File: config.mk
export PLATFORM = sky130hd
export DESIGN_NAME = fifo_tx_pacer
export DESIGN_NICKNAME = d
export VERILOG_FILES = /design/src/rtl/fifo_pacer_pkg.sv /design/src/rtl/pacer_prescaler.sv /design/src/rtl/pacer_tick_sel.sv /design/src/rtl/pacer_interval.sv /design/src/rtl/fifo_tx_pacer.sv
export SDC_FILE = /design/constraint.sdc
export NUM_CORES = 1
export LEC_CHECK = 0
export ABC_AREA = 1
export ABC_CLOCK_PERIOD_IN_PS = 1900
export BUFFER_PORTS_ARGS = -buffer_cell sky130_fd_sc_hd__buf_2
export CAP_MARGIN = 40
export CORE_MARGIN = 10
export CORE_UTILIZATION = 58
export CTS_CLUSTER_SIZE = 8
export DETAILED_ROUTE_END_ITERATION = 12
export MAX_ROUTING_LAYER = met4
export PLACE_DENSITY = 0.82
export SETUP_SLACK_MARGIN = 0.05
export SYNTH_ARGS = -nofsm -noshare
export SYNTH_HDL_FRONTEND = slang
export SYNTH_SLANG_ARGS = --single-unit
File: constraint.sdc
create_clock -name clk -period 1.9 [get_ports clk]
set_input_delay 0.095 -clock clk [delete_from_list [all_inputs] [get_ports clk]]
set_output_delay 0.095 -clock clk [all_outputs]
set_load 0.02 [all_outputs]
File: src/rtl/fifo_pacer_pkg.sv
package fifo_pacer_pkg;

    // Tick source selection; bit 0 set picks the bit-time enable.
    typedef enum logic [1:0] {
        SRC_PRESC  = 2'b00,
        SRC_BIT_A  = 2'b01,
        SRC_DECADE = 2'b10,
        SRC_BIT_B  = 2'b11
    } src_sel_e;

    function automatic logic src_is_bit(input logic [1:0] sel);
        return sel[0];
    endfunction

endpackage

File: src/rtl/pacer_prescaler.sv
module pacer_prescaler #(
    parameter int PRE_W = 16
) (
    input  logic             clk,
    input  logic             rst_n,
    input  logic [PRE_W-1:0] m_val,
    output logic             wrap
);

    typedef struct packed {
        logic             phase;
        logic [PRE_W-1:0] cnt;
    } pre_st_t;

    pre_st_t st_d, st_q;
    logic [PRE_W-1:0] reload;

    always_comb begin
        st_d   = st_q;
        reload = (m_val == '0) ? '0 : m_val - PRE_W'(1);
        wrap   = st_q.phase && (st_q.cnt == '0);
        st_d.phase = ~st_q.phase;
        if (st_q.phase) begin
            st_d.cnt = wrap ? reload : st_q.cnt - PRE_W'(1);
        end
    end

    always_ff @(posedge clk) begin
        if (!rst_n) begin
            st_q <= '0;
        end else begin
            st_q <= st_d;
        end
    end

    // half-rate enable means two wraps never land on adjacent cycles
    p_half_rate_r5: assert property (@(posedge clk) disable iff (!rst_n)
        wrap |=> !wrap);

    // the counter only moves on enable cycles
    p_hold_off_phase_r5: assert property (@(posedge clk) disable iff (!rst_n)
        !st_q.phase |=> $stable(st_q.cnt));

endmodule

File: src/rtl/pacer_tick_sel.sv
module pacer_tick_sel
    import fifo_pacer_pkg::*;
#(
    parameter int DEC_DIV = 10
) (
    input  logic       clk,
    input  logic       rst_n,
    input  logic       pre_wrap,
    input  logic       bit_en,
    input  logic [1:0] sel,
    output logic       tick
);

    localparam int DEC_W = (DEC_DIV > 1) ? $clog2(DEC_DIV) : 1;

    logic dec_tick;

    generate
        if (DEC_DIV > 1) begin : g_decade
            typedef struct packed {
                logic [DEC_W-1:0] cnt;
            } dec_st_t;

            dec_st_t dec_d, dec_q;
            logic    dec_last;

            always_comb begin
                dec_d    = dec_q;
                dec_last = (dec_q.cnt == DEC_W'(DEC_DIV - 1));
                if (pre_wrap) begin
                    dec_d.cnt = dec_last ? '0 : dec_q.cnt + DEC_W'(1);
                end
            end

            assign dec_tick = pre_wrap && dec_last;

            always_ff @(posedge clk) begin
                if (!rst_n) begin
                    dec_q <= '0;
                end else begin
                    dec_q <= dec_d;
                end
            end

            // divider never leaves its range
            p_dec_range_r7: assert property (@(posedge clk) disable iff (!rst_n)
                dec_q.cnt < DEC_W'(DEC_DIV));

            // divider is clear straight after reset
            p_dec_reset_r8: assert property (@(posedge clk)
                !rst_n |=> dec_q.cnt == '0);
        end else begin : g_no_decade
            assign dec_tick = pre_wrap;
        end
    endgenerate

    always_comb begin
        if (src_is_bit(sel)) begin
            tick = bit_en;
        end else if (sel == SRC_DECADE) begin
            tick = dec_tick;
        end else begin
            tick = pre_wrap;
        end
    end

    // a divided tick only ever coincides with a prescaler wrap
    p_dec_on_wrap_r7: assert property (@(posedge clk) disable iff (!rst_n)
        (sel == SRC_DECADE && tick) |-> pre_wrap);

endmodule

File: src/rtl/pacer_interval.sv
module pacer_interval #(
    parameter int IVL_W = 8
) (
    input  logic             clk,
    input  logic             rst_n,
    input  logic             load,
    input  logic             tick,
    input  logic [IVL_W-1:0] ivl,
    output logic             req,
    output logic             busy
);

    typedef struct packed {
        logic             run;
        logic [IVL_W-1:0] cnt;
        logic             req;
    } ivl_st_t;

    ivl_st_t st_d, st_q;

    always_comb begin
        st_d     = st_q;
        st_d.req = 1'b0;
        if (load) begin
            st_d.run = 1'b1;
            st_d.cnt = ivl;
        end else if (st_q.run && tick) begin
            if (st_q.cnt <= IVL_W'(1)) begin
                st_d.run = 1'b0;
                st_d.cnt = '0;
                st_d.req = 1'b1;
            end else begin
                st_d.cnt = st_q.cnt - IVL_W'(1);
            end
        end
    end

    always_ff @(posedge clk) begin
        if (!rst_n) begin
            st_q <= '0;
        end else begin
            st_q <= st_d;
        end
    end

    assign req  = st_q.req;
    assign busy = st_q.run;

    // a completion always leaves the timer running
    p_load_busy_r1: assert property (@(posedge clk) disable iff (!rst_n)
        load |=> busy);

    // a request needs a running timer and a tick one cycle earlier
    p_req_cause_r2: assert property (@(posedge clk) disable iff (!rst_n)
        req |-> $past(st_q.run && tick && !load));

    // a zero count expires on the first tick
    p_zero_first_r3: assert property (@(posedge clk) disable iff (!rst_n)
        (st_q.run && tick && !load && st_q.cnt == '0) |=> req);

    // single-cycle request, and idle stays idle without a load
    p_req_pulse_r4: assert property (@(posedge clk) disable iff (!rst_n)
        req |=> !req);
    p_idle_hold_r4: assert property (@(posedge clk) disable iff (!rst_n)
        (!busy && !load) |=> (!busy && !$rose(busy)));

endmodule

File: src/rtl/fifo_tx_pacer.sv
module fifo_tx_pacer #(
    parameter int PRE_W   = 16,
    parameter int IVL_W   = 8,
    parameter int DEC_DIV = 10
) (
    input  logic             clk,
    input  logic             rst_n,
    input  logic             bit_clk_en,
    input  logic [PRE_W-1:0] presc_val,
    input  logic [1:0]       src_sel,
    input  logic [IVL_W-1:0] ivl_val,
    input  logic             tx_done,
    output logic             tx_req,
    output logic             busy
);

    logic pre_wrap;
    logic tick;

    pacer_prescaler #(.PRE_W(PRE_W)) u_pre (
        .clk   (clk),
        .rst_n (rst_n),
        .m_val (presc_val),
        .wrap  (pre_wrap)
    );

    pacer_tick_sel #(.DEC_DIV(DEC_DIV)) u_sel (
        .clk      (clk),
        .rst_n    (rst_n),
        .pre_wrap (pre_wrap),
        .bit_en   (bit_clk_en),
        .sel      (src_sel),
        .tick     (tick)
    );

    pacer_interval #(.IVL_W(IVL_W)) u_ivl (
        .clk   (clk),
        .rst_n (rst_n),
        .load  (tx_done),
        .tick  (tick),
        .ivl   (ivl_val),
        .req   (tx_req),
        .busy  (busy)
    );

    // request and busy are never high together
    p_req_excl_busy_r4: assert property (@(posedge clk) disable iff (!rst_n)
        tx_req |-> (!busy || $past(tx_done)));

endmodule

==> summary.txt, run 1 <==
Status
  – Outcome: completed

Detailed routing
  – WL per Instance: 13.2 um
  – DRC viols: 0
  – Final ANT Viol Nets: 0
  – TritonRoute pass-1 iters: 4
  – WL final: 6730 um
  – Met1 Wirelength: 2800 um
  – Vias: 2750
  – Highest routed layer: met4
  – Vias/cell: 5.40
  – Met3 wire length: 290 um
  – Routed wl met2: 3420 um
  – Drt first-iter violations: 115

Finish
  – Layout Cells excl Fill: 509
  – Area Growth Syn to Fin: 15.0%
  – Fill count: 365
  – Multi-input gate area in the final layout: 1590 sq um
  – Share of cells above drive strength 1: 16.6%
  – Ant diodes: 0
  – Register area: 622 sq um
  – Final instance area: 2870 sq um
  – Final net count: 494

Timing
  – Final setup margin: 0.185 ns
  – Unrepaired setup endpoints after global routing: yes
  – Final hold violation count: 0
  – Max transition margin: 69.8%
  – Final setup vio count: 0
  – Period minus WS final: 1.71 ns
  – Period utilization: 90.3%
  – Final Max Tran Viols: 0
  – Clock Skews: 0.00598 ns
  – Setup TNS: 0 ns
  – F_max: 0.583 GHz
  – Worst-Margin Slew: 0.452 ns

Worst setup path
  – CP Launch Point: u_ivl.st_q[2]$_SDFFE_PN0P_
  – Worst R2R Start: u_ivl.st_q[2]$_SDFFE_PN0P_
  – R2r setup slk: 0.19 ns
  – Critical path class: flip-flop to flip-flop
  – Worst R2R End: u_ivl.st_q[6]$_SDFFE_PN0P_
  – WP data required: 2.12 ns
  – Critical path, cell by cell: inv_1 > ha_1 > nor2_1 > nor2_1 > nand2_1 > nand2_2 > a21oi_1 > nand3_1 > nand2_1 > inv_1 > a21oi_1
  – Largest delay share family, worst path: simple AND/OR/NAND/NOR gates
  – FF-to-FF path depth: 11
  – Crit path buf inv count: 2
  – Crit path arrival time: 1.93 ns
  – Crit end category: flip-flop
  – CP startpoint kind: flip-flop
  – Max stage delay on crit path: 0.40 ns
  – Setup crit end: u_ivl.st_q[6]$_SDFFE_PN0P_
  – Worst path slowest cell: dfxtp_1
  – WP depth: 11
  – CP max FO: 7

Worst hold path
  – Hold Path Class: input pin to flip-flop

Clocking
  – CTS Sinks: 31
  – Clock Root Buffer: clkbuf_8
  – Inserted Clock Buffers: 5
  – Clock Latency Late Sink: 0.29 ns
  – Clock Path Buffers: 2
  – CTS Hold Bufs: 0
  – CTS tree: built
  – Depth of the CTS H-tree: 2
  – Reg clk slew, reported paths: 0.07 ns

Synthesis
  – Synth top area share: 24.9%
  – Synth top area cells: dfxtp_1 (25%), nand2_1 (12%), nor2_1 (10%)
  – Seq cells post-synth: 31
  – Synthesis Warnings: 0
  – Syn_area_per_cell: 5.92 sq um
  – Seq/Total Area, Yosys: 24.9%
  – Synth Cell Area: 2490 sq um
  – Largest area contributor in the netlist: dfxtp_1
  – Cell count after synthesis: 421
  – Post-synth cell types: 32
  – Mapped Nets: 457

Placed design
  – I/O Buffers: 31
  – Routability Congestion: 0.927
  – DP Area: 2700 sq um
  – HPWL after DPL: 5190 um
  – Placed cell count: 497
  – DP Worst Slack: 0.126 ns

Pwr
  – Max VDD drop: 0.000342 V
  – Power, Total: 2.03 mW
  – Pwr per Cell Area: 708 nW/um^2
  – P_leak: 1.43 nW

Die
  – Die W: 85.5 um
  – Area of the die: 7320 sq um
  – I/O pin cnt: 32
  – Core box area: 4090 sq um
  – Starting Density: 61.0%
  – Row cnt: 23
  – Die height: 85.5 um

GRT
  – GRT Total Usage: 18.5%
  – Number of global-route vias before repair: 2627
  – First-pass GRT wire length: 11200 um
  – GRT Residual Overflow: 0
  – Largest net degree at the start of global routing: 26
  – Initial antenna violation count: 0

Job
  – Max-cap check violation count: 0
## cell usage in the layout, fill, tap and decap left out, types with 3 or more instances in the layout
| cell type | instances |
|---|---|
| a21oi_1 | 31 |
| buf_2 | 31 |
| buf_4 | 8 |
| clkbuf_8 | 6 |
| dfxtp_1 | 30 |
| ha_1 | 6 |
| inv_1 | 58 |
| inv_2 | 6 |
| nand2_1 | 78 |
| nand2_2 | 7 |
| nand3_1 | 49 |
| nand4_1 | 9 |
| nor2_1 | 67 |
| nor3_1 | 7 |
| o21ai_0 | 24 |
| or2_2 | 3 |
| xnor2_1 | 4 |
| xor2_1 | 12 |
## registers in the layout, summed over array words and instances (netlist names)
name,flops
u_ivl.busy,1
u_ivl.st_q,8
u_pre.st_q,17
u_sel.g_decade.dec_q,4
u_ivl.req,1
## metrics by stage
step | hold slack [ns] | utilization [%]
floorplan | 0.233 | -
detailed placement | 0.434 | 66.0
CTS | 0.139 | 68.8
global route | 0.164 | 70.1
finish | 0.140 | 70.1
global placement | 0.433 | 66.0
## how the worst min path moves through the flow
stage,start,depth (start not counted),slack (ns),endpoint
floorplan,rst_n,2,0.23,u_pre.st_q[10]$_SDFFE_PN0P_
global placement,ivl_val[2],5,0.43,u_ivl.st_q[3]$_SDFFE_PN0P_
detailed placement,ivl_val[3],5,0.43,u_ivl.st_q[4]$_SDFFE_PN0P_
CTS,ivl_val[3],5,0.14,u_ivl.st_q[4]$_SDFFE_PN0P_
global route,ivl_val[3],5,0.16,u_ivl.st_q[4]$_SDFFE_PN0P_
finish,ivl_val[3],5,0.14,u_ivl.st_q[4]$_SDFFE_PN0P_
## per-layer routing
layer | GRT usage [%] | vias up
met4 | 8.53 | 0
met1 | 19.2 | 1220
met2 | 34.1 | 94
li1 | - | 1415
met3 | 2.18 | 21
met5 | - | -
## layout make-up
| class | count | area share (%) |
|---|---|---|
| multi-input combinational | 314 | 55.6 |
| tap | 50 | 2.18 |
| sequential | 31 | 21.7 |
| inverter | 67 | 8.86 |
| clock buffer | 6 | 2.88 |
| clock inverter | 2 | 1.22 |
| timing repair buffer | 39 | 7.51 |
## worst reg2reg max path, delay by kind of cell, from the launching register on
family / cells / cell delay (ns)
AOI/OAI and AO/OA: 2 / 0.28
buffers and inverters: 2 / 0.12
and+or+nand+nor: 6 / 0.61
DFF: 1 / 0.40
adders and majority gates: 1 / 0.23
## kinds of logic (layout without fill, tap and decap cells)
family	count (synthesis)	in the layout	share of synthesized area [%]
AND/OR/NAND/NOR	229	230	41.1
adder cells (fa/ha/maj)	6	6	3.01
AO/OA/AOI/OAI	62	62	13.1
XOR/XNOR	16	16	5.63
flip-flops	31	31	24.9
buffers and inverters	77	114	12.3
## cell usage after synthesis
cell type / instances
a21oi_1: 31
a31o_2: 1
a31oi_1: 2
buf_2: 2
buf_4: 1
buf_6: 1
clkbuf_1: 6
clkinv_1: 2
dfxtp_1: 31
ha_1: 6
inv_1: 59
inv_2: 5
inv_4: 1
nand2_1: 80
nand2_2: 5
nand2_4: 1
nand3_1: 49
nand4_1: 9
nor2_1: 68
nor2_2: 1
nor2_4: 2
nor2_8: 1
nor3_1: 9
nor4_2: 1
o21a_1: 1
o21ai_0: 24
o21ai_1: 1
o21bai_1: 1
o32ai_1: 1
or2_2: 3
xnor2_1: 4
xor2_1: 12
## where the power goes
group          total, mW  switching (mW)  internal, mW  leakage (nW)
Clock              0.682           0.258         0.424        0.0612
Sequential         0.749          0.0527         0.697         0.256
Combinational      0.596           0.379         0.216          1.11
## what timing repair did
item                                    CTS  global route
resized for setup                         0             8
setup buffers                             0             3
endpoints found under the setup margin    0            17
Power figures use the tool's default switching activity.
==> run 2: changes to the inputs <==
--- a/config.mk
+++ b/config.mk
@@ -14,7 +14,7 @@
 export CTS_CLUSTER_SIZE = 8
 export DETAILED_ROUTE_END_ITERATION = 12
 export MAX_ROUTING_LAYER = met4
-export PLACE_DENSITY = 0.82
+export PLACE_DENSITY = 0.8
 export SETUP_SLACK_MARGIN = 0.05
 export SYNTH_ARGS = -nofsm -noshare
 export SYNTH_HDL_FRONTEND = slang
==> run 2 against run 1 <==
Clock-buffer cell count unchanged. Sequential share of layout area down 0.12 points. Combinational power about the same. Design area up 0.35%. Power up 0.49%. Die area unchanged. Critical path depth down 2. Core utilization up 0.24 points. Cell count down 0.39%. Global-route usage down 0.44 points. Critical endpoint is now u_pre.st_q[15]$_SDFFE_PN0P_. Largest power group unchanged.
==> summary.txt, run 2 (synthesis gave the netlist of run 1 again) <==
Die
  – Row cnt: 23 (unchanged)
  – I/O pin cnt: 32 (unchanged)
  – Core box area: 4090 sq um (unchanged)
  – Die W: 85.5 um (unchanged)
  – Starting Density: 61.0% (unchanged)
  – Die height: 85.5 um (unchanged)
  – Area of the die: 7320 sq um (unchanged)

Finish
  – Final net count: 492 (was 494)
  – Ant diodes: 0 (unchanged)
  – Share of cells above drive strength 1: 16.6% (about the same)
  – Area Growth Syn to Fin: 15.4% (was 15.0%)
  – Fill count: 357 (was 365)
  – Top reg by flops: u_pre.st_q (unchanged)
  – Final core occ: 70.4% (was 70.1%)
  – Commonest non-fill, non-tap cell in the layout: nand2_1 (unchanged)
  – Largest regs: u_pre.st_q (17), u_ivl.st_q (8), u_sel.g_decade.dec_q (4) (unchanged)
  – Most frequent cells in the layout: nand2_1 (77), nor2_1 (65), inv_1 (59), nand3_1 (48) (was nand2_1 (78), nor2_1 (67), inv_1 (58), nand3_1 (49))
  – Max FFs per register: 17 (unchanged)

Pwr
  – Power share of the combinational group: 29.4% (about the same)
  – Clock power frac: 34.0% (was 33.7%)
  – Pwr per Cell Area: 709 nW/um^2 (was 708 nW/um^2)
  – P_leak: 1.42 nW (was 1.43 nW)
  – Switching pwr: 0.702 mW (was 0.690 mW)
  – Switching share of total power: 34.5% (was 34.0%)
  – Max VDD drop: 0.000393 V (was 0.000342 V)
  – Pint: 1.34 mW (about the same)
  – Sequential fraction of design power: 36.6% (was 37.0%)

Worst setup path
  – Crit end category: flip-flop (unchanged)
  – Worst path slowest cell: nor3_1 (was dfxtp_1)
  – Worst R2R Start: u_pre.st_q[10]$_SDFFE_PN0P_ (was u_ivl.st_q[2]$_SDFFE_PN0P_)
  – Max stage delay on crit path: 0.40 ns (about the same)
  – Crit path arrival time: 1.97 ns (was 1.93 ns)
  – CP max FO: 4 (was 7)
  – CP startpoint kind: flip-flop (unchanged)
  – WP data required: 2.13 ns (was 2.12 ns)
  – CP Launch Point: u_pre.st_q[10]$_SDFFE_PN0P_ (was u_ivl.st_q[2]$_SDFFE_PN0P_)
  – Critical path class: flip-flop to flip-flop (unchanged)
  – CP dominant cell by count: nor2_1
  – Critical path, cell by cell: inv_1 > nand2_2 > nor2_1 > inv_1 > nor3_1 > nand2_1 > nor2_1 > nor2_1 > nor2_1 (was inv_1 > ha_1 > nor2_1 > nor2_1 > nand2_1 > nand2_2 > a21oi_1 > nand3_1 > nand2_1 > inv_1 > a21oi_1)

Timing
  – Worst-Margin Slew: 0.427 ns (was 0.452 ns)
  – Period minus WS final: 1.74 ns (was 1.71 ns)
  – Final hold violation count: 0 (unchanged)
  – Final Max Tran Viols: 0 (unchanged)
  – Clock Skews: 0.0110 ns (was 0.00598 ns)
  – Max transition margin: 71.3% (was 69.8%)
  – F_max: 0.576 GHz (was 0.583 GHz)
  – Setup TNS: 0 ns (unchanged)
  – Hold_ws: 0.131 ns (was 0.140 ns)
  – Final setup vio count: 0 (unchanged)
  – Period utilization: 91.5% (was 90.3%)
  – Unrepaired setup endpoints after global routing: yes (unchanged)

Detailed routing
  – Drt first-iter violations: 382 (was 115)
  – WL per Instance: 13.2 um (about the same)
  – WL final: 6690 um (was 6730 um)
  – DRC viols: 0 (unchanged)
  – TritonRoute pass-1 iters: 5 (was 4)
  – Vias/cell: 5.41 (was 5.40)
  – Final ANT Viol Nets: 0 (unchanged)
  – Vias: 2743 (was 2750)

Clocking
  – CTS tree: built (unchanged)
  – CTS Hold Bufs: 0 (unchanged)
  – Clock Root Buffer: clkbuf_8 (unchanged)
  – Reg clk slew, reported paths: 0.08 ns (was 0.07 ns)
  – CTS Sinks: 31 (unchanged)
  – Inserted Clock Buffers: 5 (unchanged)
  – Depth of the CTS H-tree: 2 (unchanged)
  – Clock Latency Late Sink: 0.29 ns (about the same)
  – Clock Path Buffers: 2 (unchanged)

Worst hold path
  – Hold Path Class: input pin to flip-flop (unchanged)
  – Worst Hold Launch: ivl_val[5] (was ivl_val[3])

Job
  – Max-cap check violation count: 0 (unchanged)

Status
  – Outcome: completed (unchanged)

Placed design
  – HPWL after DPL: 4880 um (was 5190 um)
  – Routability Congestion: 0.923 (was 0.927)
  – I/O Buffers: 31 (unchanged)

GRT
  – Number of global-route vias before repair: 2470 (was 2627)
  – Initial antenna violation count: 0 (unchanged)
  – GRT Residual Overflow: 0 (unchanged)
  – Largest net degree at the start of global routing: 25 (was 26)
  – GRT Total Usage: 18.1% (was 18.5%)
  – First-pass GRT wire length: 11000 um (was 11200 um)
run 2: cell types whose count changed in the layout (fill, tap and decap cells not counted), moves of 2 or more:
cell,before,now
nand2_4,2,4
nor2_1,67,65
buf_4,8,5
nor2_2,2,4
run 2: power by group through the flow:
stage | clock [mW] | sequential (mW) | combinational [mW]
finish | 0.693 | 0.745 | 0.599
CTS | 0.695 | 0.743 | 0.561
global placement | 0 | 0.757 | 0.553
floorplan | 0 | 0.745 | 0.431
global route | 0.723 | 0.751 | 0.680
detailed placement | 0 | 0.758 | 0.558
run 2: path summary, 6_finish.rpt:
path / end / slack (ns) / depth (start not counted)
worst max register to register: u_pre.st_q[15]$_SDFFE_PN0P_ / 0.16 / 9
worst min register to register: u_sel.g_decade.dec_q[1]$_SDFFE_PN0N_ / 0.49 / 2
worst max-delay path: u_pre.st_q[15]$_SDFFE_PN0P_ / 0.16 / 9
worst min-delay path: u_ivl.st_q[6]$_SDFFE_PN0P_ / 0.13 / 5
run 2: timing repair:
item | in CTS | in global routing
hold endpoints to repair | 0 | 0
buffers inserted | 0 | 2
gates resized for setup | 0 | 14
setup endpoints to repair | 0 | 21
run 2: worst max-delay path: cells and delay by family, from the launching register on:
kind / cells / cell delay [ns]
flip-flops: 1 / 0.32
buffers and inverters: 2 / 0.22
AND/OR/NAND/NOR: 7 / 1.14
run 2: final cells by class:
type / count / area [sq um] / area share, %
tap: 50 / 62.6 / 2.18
inverter: 67 / 256 / 8.92
sequential: 31 / 621 / 21.6
clock buffer: 6 / 82.6 / 2.87
timing repair buffer: 36 / 193 / 6.70
multi-input combinational: 315 / 1630 / 56.5
clock inverter: 2 / 35.0 / 1.22
run 2: per-stage QoR:
step / area [sq um] / cells / setup slack (ns) / power (mW)
global placement: 2680 / 495 / 0.139 / 1.31
floorplan: 2490 / 421 / 0.364 / 1.18
global route: 2880 / 507 / 0.0335 / 2.15
finish: 2880 / 507 / 0.162 / 2.04
detailed placement: 2680 / 495 / 0.113 / 1.32
CTS: 2800 / 503 / 0.109 / 2.00
run 2: layer usage:
layer  up-vias  global-route usage (%)  wire, um
li1       1417                       -         -
met1      1192                    24.2      3260
met2       125                    27.0      2800
met3         9                    3.50       553
met4         0                    4.64        74
met5         -                       -         0
==> run 3: changes to the inputs <==
--- a/config.mk
+++ b/config.mk
@@ -13,7 +13,6 @@
 export CORE_UTILIZATION = 58
 export CTS_CLUSTER_SIZE = 8
 export DETAILED_ROUTE_END_ITERATION = 12
-export MAX_ROUTING_LAYER = met4
 export PLACE_DENSITY = 0.8
 export SETUP_SLACK_MARGIN = 0.05
 export SYNTH_ARGS = -nofsm -noshare
==> run 3 against run 2 <==
First-iteration DRC count shrank 25%. Wire length grew 0.37%. Sequential power hardly changed. Worst hold slack lost 0.012 ns. Sequential share of layout area grew 0.29 points. Register-to-register slack about the same. Critical endpoint is now u_pre.st_q[6]$_SDFFE_PN0P_. Largest cell class unchanged.
==> summary.txt, run 3 (synthesis gave the netlist of run 1 again) <==
Placed design
  – DP Area: 2690 sq um (was 2680 sq um)
  – I/O Buffers: 31 (unchanged)
  – Placed cell count: 496 (was 495)
  – HPWL after DPL: 5010 um (was 4880 um)
  – DP Worst Slack: 0.0932 ns (was 0.113 ns)
  – Routability Congestion: 0.961 (was 0.923)

Clocking
  – Depth of the CTS H-tree: 2 (unchanged)
  – CTS tree: built (unchanged)
  – Clock Latency Late Sink: 0.30 ns (was 0.29 ns)
  – Inserted Clock Buffers: 5 (unchanged)
  – Clock Root Buffer: clkbuf_8 (unchanged)
  – Clock Path Buffers: 2 (unchanged)
  – CTS Hold Bufs: 0 (unchanged)
  – CTS Sinks: 31 (unchanged)
  – Reg clk slew, reported paths: 0.08 ns (about the same)

Worst setup path
  – R2r setup slk: 0.16 ns (about the same)
  – Crit path arrival time: 1.97 ns (about the same)
  – WP data required: 2.13 ns (about the same)
  – CP max FO: 16 (was 4)
  – CP startpoint kind: flip-flop (unchanged)
  – Critical path class: flip-flop to flip-flop (unchanged)
  – Crit end category: flip-flop (unchanged)

Timing
  – Period utilization: 91.8% (was 91.5%)
  – Max transition margin: 70.1% (was 71.3%)
  – Final hold violation count: 0 (unchanged)
  – Final setup margin: 0.156 ns (was 0.162 ns)
  – F_max: 0.573 GHz (was 0.576 GHz)
  – Clock Skews: 0.00831 ns (was 0.0110 ns)
  – Period minus WS final: 1.74 ns (about the same)
  – Setup TNS: 0 ns (unchanged)
  – Final setup vio count: 0 (unchanged)
  – Hold_ws: 0.119 ns (was 0.131 ns)
  – Final Max Tran Viols: 0 (unchanged)
  – Unrepaired setup endpoints after global routing: no (was yes)
  – Worst-Margin Slew: 0.447 ns (was 0.427 ns)

Detailed routing
  – DRC viols: 0 (unchanged)
  – Vias: 2818 (was 2743)
  – Final ANT Viol Nets: 0 (unchanged)
  – TritonRoute pass-1 iters: 5 (unchanged)
  – Drt first-iter violations: 287 (was 382)
  – WL per Instance: 13.2 um (about the same)
  – WL final: 6710 um (was 6690 um)
  – Vias/cell: 5.55 (was 5.41)

Die
  – Row cnt: 23 (unchanged)
  – Die height: 85.5 um (unchanged)
  – Core box area: 4090 sq um (unchanged)
  – Area of the die: 7320 sq um (unchanged)
  – Starting Density: 61.0% (unchanged)
  – I/O pin cnt: 32 (unchanged)
  – Die W: 85.5 um (unchanged)

Worst hold path
  – Hold Path Class: input pin to flip-flop (unchanged)

GRT
  – First-pass GRT wire length: 11100 um (was 11000 um)
  – GRT Total Usage: 17.8% (was 18.1%)
  – Number of global-route vias before repair: 2562 (was 2470)
  – GRT Residual Overflow: 0 (unchanged)
  – Initial antenna violation count: 0 (unchanged)
  – Largest net degree at the start of global routing: 25 (unchanged)

Pwr
  – Power, Total: 1.89 mW (was 2.04 mW)
  – Sequential fraction of design power: 39.4% (was 36.6%)
  – Pwr per Cell Area: 665 nW/um^2 (was 709 nW/um^2)
  – Power share of the combinational group: 31.9% (was 29.4%)
  – P_leak: 1.40 nW (was 1.42 nW)
  – Max VDD drop: 0.000461 V (was 0.000393 V)
  – Pint: 1.17 mW (was 1.34 mW)
  – Switching share of total power: 38.3% (was 34.5%)
  – Switching pwr: 0.725 mW (was 0.702 mW)
  – Clock power frac: 28.7% (was 34.0%)

Finish
  – Area Growth Syn to Fin: 14.1% (was 15.4%)
  – Max FFs per register: 17 (unchanged)
  – Final instance area: 2840 sq um (was 2880 sq um)
  – Largest regs: u_pre.st_q (17), u_ivl.st_q (8), u_sel.g_decade.dec_q (4) (unchanged)
  – Most frequent cells in the layout: nand2_1 (77), nor2_1 (66), inv_1 (59), nand3_1 (48) (was nand2_1 (77), nor2_1 (65), inv_1 (59), nand3_1 (48))
  – Final net count: 493 (was 492)
  – Top reg by flops: u_pre.st_q (unchanged)
  – Ant diodes: 0 (unchanged)
  – Final core occ: 69.6% (was 70.4%)
  – Layout Cells excl Fill: 508 (was 507)
  – Commonest non-fill, non-tap cell in the layout: nand2_1 (unchanged)
  – Share of cells above drive strength 1: 17.0% (was 16.6%)

Status
  – Outcome: completed (unchanged)

Job
  – Max-cap check violation count: 0 (unchanged)
==> run 3: cell types whose count changed in the layout (fill, tap and decap cells not counted), sizes merged <==
cell / before / now
buf: 36 / 37
bufinv: 1 / 0
clkbuf: 6 / 5
clkinvlp: 0 / 2
==> run 3: power by group through the flow <==
stage | sequential, mW | clock, mW | combinational (mW)
after CTS | 0.743 | 0.550 | 0.568
after global routing | 0.751 | 0.573 | 0.687
final | 0.746 | 0.543 | 0.602
after detailed placement | 0.757 | 0 | 0.566
after floorplan | 0.745 | 0 | 0.431
after global placement | 0.757 | 0 | 0.557
==> run 3: metal layers <==
| metal | part of all wire [%] | track usage [%] | vias to the layer above |
|---|---|---|---|
| li1 | - | - | 1425 |
| met1 | 48 | 23.9 | 1241 |
| met2 | 42 | 27.5 | 133 |
| met3 | 8.3 | 3.69 | 19 |
| met4 | 1.6 | 5.69 | 0 |
| met5 | 0 | 0 | - |
==> run 3: timing repair <==
| item | 4_1_cts | 5_1_grt |
|---|---|---|
| buffers inserted | 0 | 2 |
| setup endpoints to repair | 0 | 22 |
| gates resized for setup | 0 | 12 |
==> run 3: path summary, 6_finish.rpt <==
kind                                             start  cells past startpoint                                    to
setup / recovery            u_pre.st_q[0]$_SDFFE_PN0P_                     10            u_pre.st_q[6]$_SDFFE_PN0P_
hold / removal                              ivl_val[0]                      5            u_ivl.st_q[1]$_SDFFE_PN0P_
setup reg to reg            u_pre.st_q[0]$_SDFFE_PN0P_                     10            u_pre.st_q[6]$_SDFFE_PN0P_
hold reg to reg   u_sel.g_decade.dec_q[0]$_SDFFE_PN0N_                      2  u_sel.g_decade.dec_q[0]$_SDFFE_PN0N_
==> run 3: critical path, stage by stage, from the launching register on <==
cell     delay, ns
dfxtp_1       0.32
inv_1         0.11
ha_1          0.19
nand2_1       0.06
nor2_1        0.13
nand2_2       0.10
nor2_8        0.15
inv_6         0.10
nor2_2        0.23
nand3_1       0.15
a21oi_1       0.14
==> run 3: area by class of cell <==
type | count | area [sq um]
repair buffers | 37 | 200
clock inverters | 3 | 20.0
multi-input cells | 315 | 1610
flip-flops and latches | 31 | 622
well taps | 50 | 62.6
inverters | 67 | 256
fillers | 380 | 1240
clock buffers | 5 | 68.8
